==> src/rtl/eps_pkg.sv <==
package eps_pkg;

    typedef enum logic [2:0] {
        S_IDLE,
        S_SETUP,
        S_PULSE,
        S_HOLD,
        S_VERIFY,
        S_FSETUP,
        S_FREAD,
        S_DONE
    } eps_state_e;

endpackage

==> src/rtl/eps_phase_timer.sv <==
module eps_phase_timer #(
    parameter int CNT_W = 8
) (
    input  logic             clk,
    input  logic             rst_n,
    input  logic             restart,
    input  logic [CNT_W-1:0] len,
    output logic             expired
);
    logic [CNT_W-1:0] cnt_q;

    // the current phase has lasted len cycles once cnt reaches len-1
    assign expired = (cnt_q == len - CNT_W'(1));

    always_ff @(posedge clk or negedge rst_n) begin
        if (!rst_n)
            cnt_q <= '0;
        else if (restart)
            cnt_q <= '0;
        else if (!expired)
            cnt_q <= cnt_q + CNT_W'(1);
    end
endmodule

==> src/rtl/eps_try_counter.sv <==
module eps_try_counter #(
    parameter int MAX_TRIES = 25,
    parameter int TRY_W     = 5
) (
    input  logic             clk,
    input  logic             rst_n,
    input  logic             clear,
    input  logic             bump,
    output logic [TRY_W-1:0] tries,
    output logic             at_limit
);
    assign at_limit = (tries >= TRY_W'(MAX_TRIES));

    always_ff @(posedge clk or negedge rst_n) begin
        if (!rst_n)
            tries <= '0;
        else if (clear)
            tries <= '0;
        else if (bump && !at_limit)
            tries <= tries + TRY_W'(1);
    end
endmodule

==> src/rtl/eprom_prog_seq.sv <==
module eprom_prog_seq
    import eps_pkg::*;
#(
    parameter int ADDR_W     = 4,
    parameter int DATA_W     = 8,
    parameter int MAX_TRIES  = 25,
    parameter int CYC_SETUP  = 200,
    parameter int CYC_PULSE  = 10000,
    parameter int CYC_HOLD   = 200,
    parameter int CYC_SAMPLE = 16
) (
    input  logic              clk,
    input  logic              rst_n,
    input  logic              start,
    output logic [ADDR_W-1:0] buf_addr,
    input  logic [DATA_W-1:0] buf_data,
    output logic [ADDR_W-1:0] mem_addr,
    output logic [DATA_W-1:0] mem_dq_out,
    output logic              mem_dq_oe,
    input  logic [DATA_W-1:0] mem_dq_in,
    output logic              mem_ce_n,
    output logic              mem_oe_n,
    output logic              mem_pgm_n,
    output logic              prog_supply_req,
    output logic              busy,
    output logic              done,
    output logic              pass
);
    localparam int MAX_AB  = (CYC_SETUP > CYC_HOLD) ? CYC_SETUP : CYC_HOLD;
    localparam int MAX_CD  = (CYC_PULSE > CYC_SAMPLE) ? CYC_PULSE : CYC_SAMPLE;
    localparam int MAX_CYC = (MAX_AB > MAX_CD) ? MAX_AB : MAX_CD;
    localparam int CNT_W   = $clog2(MAX_CYC + 1);
    localparam int TRY_W   = $clog2(MAX_TRIES + 1);
    localparam logic [ADDR_W-1:0] LAST_ADDR = {ADDR_W{1'b1}};

    eps_state_e state_q, state_d;
    logic [ADDR_W-1:0] addr_q;
    logic              pass_q;
    logic [CNT_W-1:0]  phase_len;
    logic              expired, restart, match, last;
    logic              launch, vfy_ok, fread_step, fread_win;
    logic [TRY_W-1:0]  tries;
    logic              at_limit;

    assign match  = (mem_dq_in == buf_data);
    assign last   = (addr_q == LAST_ADDR);
    assign launch = start && (state_q == S_IDLE || state_q == S_DONE);
    assign vfy_ok = (state_q == S_VERIFY) && expired && match;
    assign fread_step = (state_q == S_FREAD) && expired && match && !last;
    assign fread_win  = (state_q == S_FREAD) && expired && match && last;
    assign restart    = (state_d != state_q) || fread_step;

    always_comb begin
        unique case (state_q)
            S_SETUP, S_FSETUP: phase_len = CNT_W'(CYC_SETUP);
            S_PULSE:           phase_len = CNT_W'(CYC_PULSE);
            S_HOLD:            phase_len = CNT_W'(CYC_HOLD);
            S_VERIFY, S_FREAD: phase_len = CNT_W'(CYC_SAMPLE);
            default:           phase_len = CNT_W'(1);
        endcase
    end

    eps_phase_timer #(.CNT_W(CNT_W)) timer_i (
        .clk(clk), .rst_n(rst_n), .restart(restart),
        .len(phase_len), .expired(expired)
    );

    eps_try_counter #(.MAX_TRIES(MAX_TRIES), .TRY_W(TRY_W)) tries_i (
        .clk(clk), .rst_n(rst_n),
        .clear(launch || vfy_ok),
        .bump((state_q == S_PULSE) && expired),
        .tries(tries), .at_limit(at_limit)
    );

    // next-state logic
    always_comb begin
        state_d = state_q;
        unique case (state_q)
            S_IDLE, S_DONE: if (start)   state_d = S_SETUP;
            S_SETUP:        if (expired) state_d = S_PULSE;
            S_PULSE:        if (expired) state_d = S_HOLD;
            S_HOLD:         if (expired) state_d = S_VERIFY;
            S_VERIFY: if (expired) begin
                if (match)         state_d = last ? S_FSETUP : S_SETUP;
                else if (at_limit) state_d = S_DONE;
                else               state_d = S_SETUP;
            end
            S_FSETUP:       if (expired) state_d = S_FREAD;
            S_FREAD: if (expired && (!match || last)) state_d = S_DONE;
            default:        state_d = S_IDLE;
        endcase
    end

    // state register
    always_ff @(posedge clk or negedge rst_n) begin
        if (!rst_n) state_q <= S_IDLE;
        else        state_q <= state_d;
    end

    // address and result registers
    always_ff @(posedge clk or negedge rst_n) begin
        if (!rst_n) begin
            addr_q <= '0;
            pass_q <= 1'b0;
        end else begin
            if (launch) begin
                addr_q <= '0;
                pass_q <= 1'b0;
            end else if (vfy_ok || fread_step) begin
                addr_q <= addr_q + ADDR_W'(1);
            end
            if (fread_win) pass_q <= 1'b1;
        end
    end

    // outputs
    always_comb begin
        buf_addr        = addr_q;
        mem_addr        = addr_q;
        mem_dq_out      = buf_data;
        mem_dq_oe       = 1'b0;
        mem_ce_n        = 1'b1;
        mem_oe_n        = 1'b1;
        mem_pgm_n       = 1'b1;
        prog_supply_req = 1'b0;
        busy            = 1'b1;
        done            = 1'b0;
        pass            = 1'b0;
        unique case (state_q)
            S_IDLE: busy = 1'b0;
            S_SETUP, S_HOLD: begin
                mem_ce_n = 1'b0; mem_dq_oe = 1'b1; prog_supply_req = 1'b1;
            end
            S_PULSE: begin
                mem_ce_n = 1'b0; mem_dq_oe = 1'b1; prog_supply_req = 1'b1;
                mem_pgm_n = 1'b0;
            end
            S_VERIFY: begin
                mem_ce_n = 1'b0; mem_oe_n = 1'b0; prog_supply_req = 1'b1;
            end
            S_FSETUP: mem_ce_n = 1'b0;
            S_FREAD: begin
                mem_ce_n = 1'b0; mem_oe_n = 1'b0;
            end
            default: begin
                busy = 1'b0; done = 1'b1; pass = pass_q;
            end
        endcase
    end
endmodule

==> config.mk <==
export PLATFORM = sky130hd
export DESIGN_NAME = eprom_prog_seq
export DESIGN_NICKNAME = d
export VERILOG_FILES = /design/src/rtl/eps_pkg.sv /design/src/rtl/eps_phase_timer.sv /design/src/rtl/eps_try_counter.sv /design/src/rtl/eprom_prog_seq.sv
export SDC_FILE = /design/constraint.sdc
export NUM_CORES = 1
export LEC_CHECK = 0
export CORE_MARGIN = 1
export CORE_UTILIZATION = 30
export CTS_BUF_LIST = sky130_fd_sc_hd__clkbuf_16
export CTS_CLUSTER_DIAMETER = 40
export CTS_CLUSTER_SIZE = 24
export DETAILED_ROUTE_END_ITERATION = 6
export PLACE_DENSITY = 0.53
export SLEW_MARGIN = 20
export SYNTH_ARGS = -nofsm -noshare
export SYNTH_HDL_FRONTEND = slang
export SYNTH_SLANG_ARGS = --single-unit
==> constraint.sdc <==
create_clock -name clk -period 3.3 [get_ports clk]
set_clock_uncertainty 0.1 [all_clocks]
set_input_delay 0.495 -clock clk [delete_from_list [all_inputs] [get_ports clk]]
set_output_delay 0.495 -clock clk [all_outputs]
set_load 0.01 [all_outputs]
Word level (Yosys, flattened, before mapping)
Cells that the tools add are included.
- add/subtract/negate cells: 4
- $lt $le $gt $ge: 1
- equal/unequal tests: 12
- mux-type cells: 28
- reductions and logical operators: 29
- operators with widths (kind ; count):
    14-bit one-hot mux with 3 select lines ; 1
    3-bit 2-to-1 mux ; 10
    14-bit 2-to-1 mux ; 2
    3-bit one-hot mux with 7 select lines ; 1
    14-bit by 1-bit adder with 14-bit output (second input constant) ; 1
    14-bit equality test ; 1
    14-bit by 1-bit subtractor with 14-bit output (second input constant) ; 1
    3-bit equality test (second input constant) ; 4
    1-bit logical AND ; 10
    1-bit 2-to-1 mux ; 10
    5-bit 2-to-1 mux ; 2
    8-bit equality test ; 1
    4-bit 2-to-1 mux ; 2
    7-bit OR reduction ; 1
    3-bit by 2-bit equality test with 1-bit output (second input constant) ; 2
    2-bit nonzero test ; 3
    3-bit OR reduction ; 2
    6-bit OR reduction ; 1
    5-bit by 1-bit adder with 5-bit output (second input constant) ; 1
    5-bit >= comparator (second input constant) ; 1
    1-bit logical OR ; 5
    4-bit by 1-bit adder with 4-bit output (second input constant) ; 1
    4-bit equality test (second input constant) ; 1
    2-bit OR reduction ; 2
    6 further kinds ; 8
- register bits: 27
- input bits: 19
- output and inout port bits: 24
- logic and storage cells: 79

Logic depth before layout (Yosys ltp)
- depth in word-level cells: 11
- gate-level depth with buffers: 9

Modules after synthesis
A second synthesis with hierarchy kept.
- cells, all modules: 286
- area, all modules: 2378.5 um2
- modules (own cells, without submodules) (module ; times used ; cells each ; area an instance (um2)):
    eps_phase_timer ; 1 ; 154 ; 1270.0
    eprom_prog_seq ; 1 ; 102 ; 820.8
    eps_try_counter ; 1 ; 30 ; 287.8

Worst setup path after synthesis
OpenSTA, ideal clock, no wires.
- path type: reg2reg
- start: register state_q[1]
- end: register addr_q[0], in the netlist buf_addr[0]
- data arrival time: 2.193 ns
- setup slack: 0.928 ns
- cell stages (with the launch flop): 10
- period minus slack after synthesis: 2.372 ns
- cells stage by stage: dfrtp_1 -> buf_6 -> and3_4 -> buf_6 -> or3_4 -> a221oi_4 -> nand2_2 -> buf_6 -> nor3b_4 -> mux2i_1
- longest elaborated chain between the ends: 10
- elaborated cells between the ends (all ways): 23
- classes of those cells: add/sub: 1; eq/ne: 8; mux: 2; reduce/logical: 12
- ends and longest elaborated chain (what ; RTL line ; text):
    from (decl) ; eprom_prog_seq.sv:36 ; eps_state_e state_q, state_d;
    from (signal assigned) ; eprom_prog_seq.sv:97 ; else state_q <= state_d;
    3-bit equality test, or another cell as far along ; eprom_prog_seq.sv:54 ; unique case (state_q)
    3-bit OR reduction (no line) / 2-bit OR reduction (equally long branches) ; -- ;
    14-bit one-hot mux with 3 select lines ; eprom_prog_seq.sv:54 ;
    14-bit by 1-bit subtractor with 14-bit output ; eps_phase_timer.sv:13 ; assign expired = (cnt_q == len - CNT_W'(1));
    14-bit equality test ; eps_phase_timer.sv:13 ;
    1-bit logical AND (3 in series) ; eprom_prog_seq.sv:49 ; assign fread_step = (state_q == S_FREAD) && expired && match && !last;
    1-bit logical OR ; eprom_prog_seq.sv:109 ; end else if (vfy_ok || fread_step) begin
    2-bit nonzero test (no line) ; -- ;
    to (signal assigned) ; eprom_prog_seq.sv:110 ; addr_q <= addr_q + ADDR_W'(1);
    to (decl) ; eprom_prog_seq.sv:37 ; logic [ADDR_W-1:0] addr_q;
Parallel ways exist; a longest one is shown, timed or not.
A chain may end at the register's enable or synchronous reset.

Worst setup path after layout
- start: register state_q[1]
- end: output mem_ce_n
- longest elaborated chain between the ends: 3
- elaborated cells between the ends (all ways): 8
- classes of those cells: eq/ne: 6; mux: 1; reduce/logical: 1
- ends and longest elaborated chain (what ; RTL line ; text):
    3-bit equality test, or another cell as far along ; eprom_prog_seq.sv:129 ; unique case (state_q)
    6-bit OR reduction (no line) * ; -- ;
    1-bit 2-to-1 mux * ; eprom_prog_seq.sv:129 ;
    to (decl) ; eprom_prog_seq.sv:21 ; output logic mem_ce_n,
Every way passes the cells marked *; elsewhere a longest branch is shown, timed or not.

==> reports/results.ini <==
[worst_setup_path]
reg2reg_depth=7
crit_cells=4
r2r_start=state_q[1]
crit_required_ns=2.70
start_kind=register
critical_path_buf_inv_count=2
crit_path_start=state_q[1]
crit_chain=nor3_1, nor2_1, inv_1, clkdlybuf4s50_1
r2r-end=buf_addr[3]
cpLargestDelayFamily=simple AND/OR/NAND/NOR gates
max_stage_delay_ns=0.57
arrival_ns=2.17
path_max_fanout=17
crit_path_top_delay_cell=dfrtp_1
crit_end=mem_ce_n
critPathKind=register to primary output
r2r_setup_slack_ns=0.60
crit_path_end_kind=primary output

[routing]
via_per_inst=5.06
antenna_left=0
drc=0
vias=1689
drt-total-wl_um=4500
initialDrtViolationCount=127
wire_per_inst_um=13.5
dr.pass1.iters=4

[yosys]
avgSynthCellArea_sq_um=8.80
syn_nets=246
synth-simple-area-share=0.274
synth_top_family_by_area=simple AND/OR/NAND/NOR gates
seq_area_frac_synth=0.344
ys_top_cells_by_count=dfrtp_1, nor2_1, nand2_1
ys_types=52
synth_area_sq_um=1960
synth_seq_cells=27
muxShareOfSynthArea=0.0153
yosys.area.top_type=dfrtp_1
synth_ff_type=dfrtp_1
synth_compound_area_frac=0.149
syn_inst=223
ys_async_sr_fraction=1.00
synth_edf_count=0
synth_adder_area_share=0.0255
yosys-top-cells-area=dfrtp_1, xnor2_1, buf_4
post-synth-top-area-fraction=0.344
yosys_warnings=0
synth-xor-area-share=0.0982
yosysMostFrequentCell=dfrtp_1

[timing]
hold_violations=0
hold_ws_ns=0.380
report.final.slew_viol_count=0
setup_tns_ns=0
rsz0062_at_grt=false
fmax_ghz=0.362
period_minus_slack_ns=2.76
finalCritPeriodShare=0.837
worst_pin_slew_ns=0.604
relSlewSlack=0.594
finalSetupViolCount=0

[global_route]
grt_pass1_wl_um=7930
grt_max_degree=28
antenna_found_initial=0
gr-usage-all-layers=0.138
grt_overflow=0
grt_pass1_vias=1647

[finish]
antenna_cells=0
drive_above_1_share=0.105
seq_area_sq_um=676
fill_cells=660
area_growth_pct=26.1
multi_input_comb_area_sq_um=1100
nets=281

[place]
hpwl_um=3440
place.gp.congestion=0.788
io_buffers=42

[floorplanning]
start_util=0.311
fp.dieH_um=82.9
fp.dieW_um=82.9
pin_count=43
core_area_sq_um=6310
dieArea_sq_um=6870
rows=29

[hold_path]
worstHoldPathType=register to register

[cts]
clock_path_buffers=2
cts_buffers=3
cts_sinks=27
htree_levels=1
cts_tree=built
clkTransAtPathRegs_ns=0.07
worstSkewPairLatency_ns=0.26
cts_root_buffer=clkbuf_16
cts.hold.buffers_added=0
post_cts_buffers=0
cts-resized-gates=0

[power_and_ir_drop]
p_leak_uw=0.000962
peakVddDrop_uv=282
power_density_nw_per_um2=583

[run]
drv_cap=0

[outcome]
status=finished, final reports clean

-- through the flow --
stage                     cells  power (uW)   util  worst slack [ns]  instance area, sq um
after global routing        334        1560  0.392             0.369                  2470
after detailed placement    330        1160  0.379             0.497                  2390
after CTS                   334        1460  0.392             0.552                  2470
final                       334        1440  0.392             0.538                  2470
after global placement      330        1160  0.379             0.534                  2390
after floorplan             223         975      -             0.928                  1960
-- layer usage --
metal	GRT usage	vias up	routed length, um
li1	-	843	-
met3	0.0129	2	94
met1	0.187	817	2210
met2	0.232	27	2160
met4	0.0423	0	33
met5	0	-	0
-- power breakdown --
group / switching, uW / internal, uW / leakage, uW
logic: 273 / 283 / 0.000578
clock network: 123 / 165 / 0.0000371
registers: 156 / 443 / 0.000347
total: 552 / 891 / 0.000962
-- cells by family after synthesis --
logic type	after synthesis
compound gates	39
flops	27
buf+inv	28
xor+xnor	22
fa+ha+maj	4
mux	3
simple gates	100
-- worst min-delay path: stages (launching register included) --
cell	delay, ns
dfrtp_1	0.34
nand2_1	0.05
o21ai_0	0.06
-- worst min-delay path by stage --
stage	start	to	slack, ns	cells after the start
floorplan	rst_n	buf_addr[0]	0.1	0
global placement	pass_q	pass_q	0.37	2
detailed placement	pass_q	pass_q	0.37	2
CTS	pass_q	pass_q	0.38	2
global route	tries_i.tries[4]	tries_i.tries[4]	0.42	2
finish	pass_q	pass_q	0.38	2
-- sequential cells by signal (all words and copies together) (netlist names) --
register,cells
timer_i.cnt_q,14
tries_i.tries,5
buf_addr,4
state_q,3
pass_q,1
-- cell type report --
class,instances,share of cell area
Clock buffer,3,0.0303
Sequential cell,27,0.273
Inverter,6,0.00910
Multi-Input combinational cell,168,0.445
Clock inverter,1,0.00303
Timing Repair Buffer,52,0.200
Tap cell,77,0.0389
-- placed cells by master (no fill, tap or decap), types with 3 or more instances in the layout --
cell type	count
o21ai_0	5
nand2_1	21
inv_1	6
nand3_1	11
dfrtp_1	27
xor2_1	9
a21oi_1	11
clkdlybuf4s50_1	42
o211ai_1	3
clkbuf_16	3
and2_1	3
nor2_1	22
nor3b_1	3
xnor2_1	13
nand4_1	6
nor3_1	6
ha_1	4
buf_4	10
mux2i_1	3
o41ai_1	3
nor4_1	3
and3_1	5
nand2b_1	5
(Power assumes the default switching activity.)
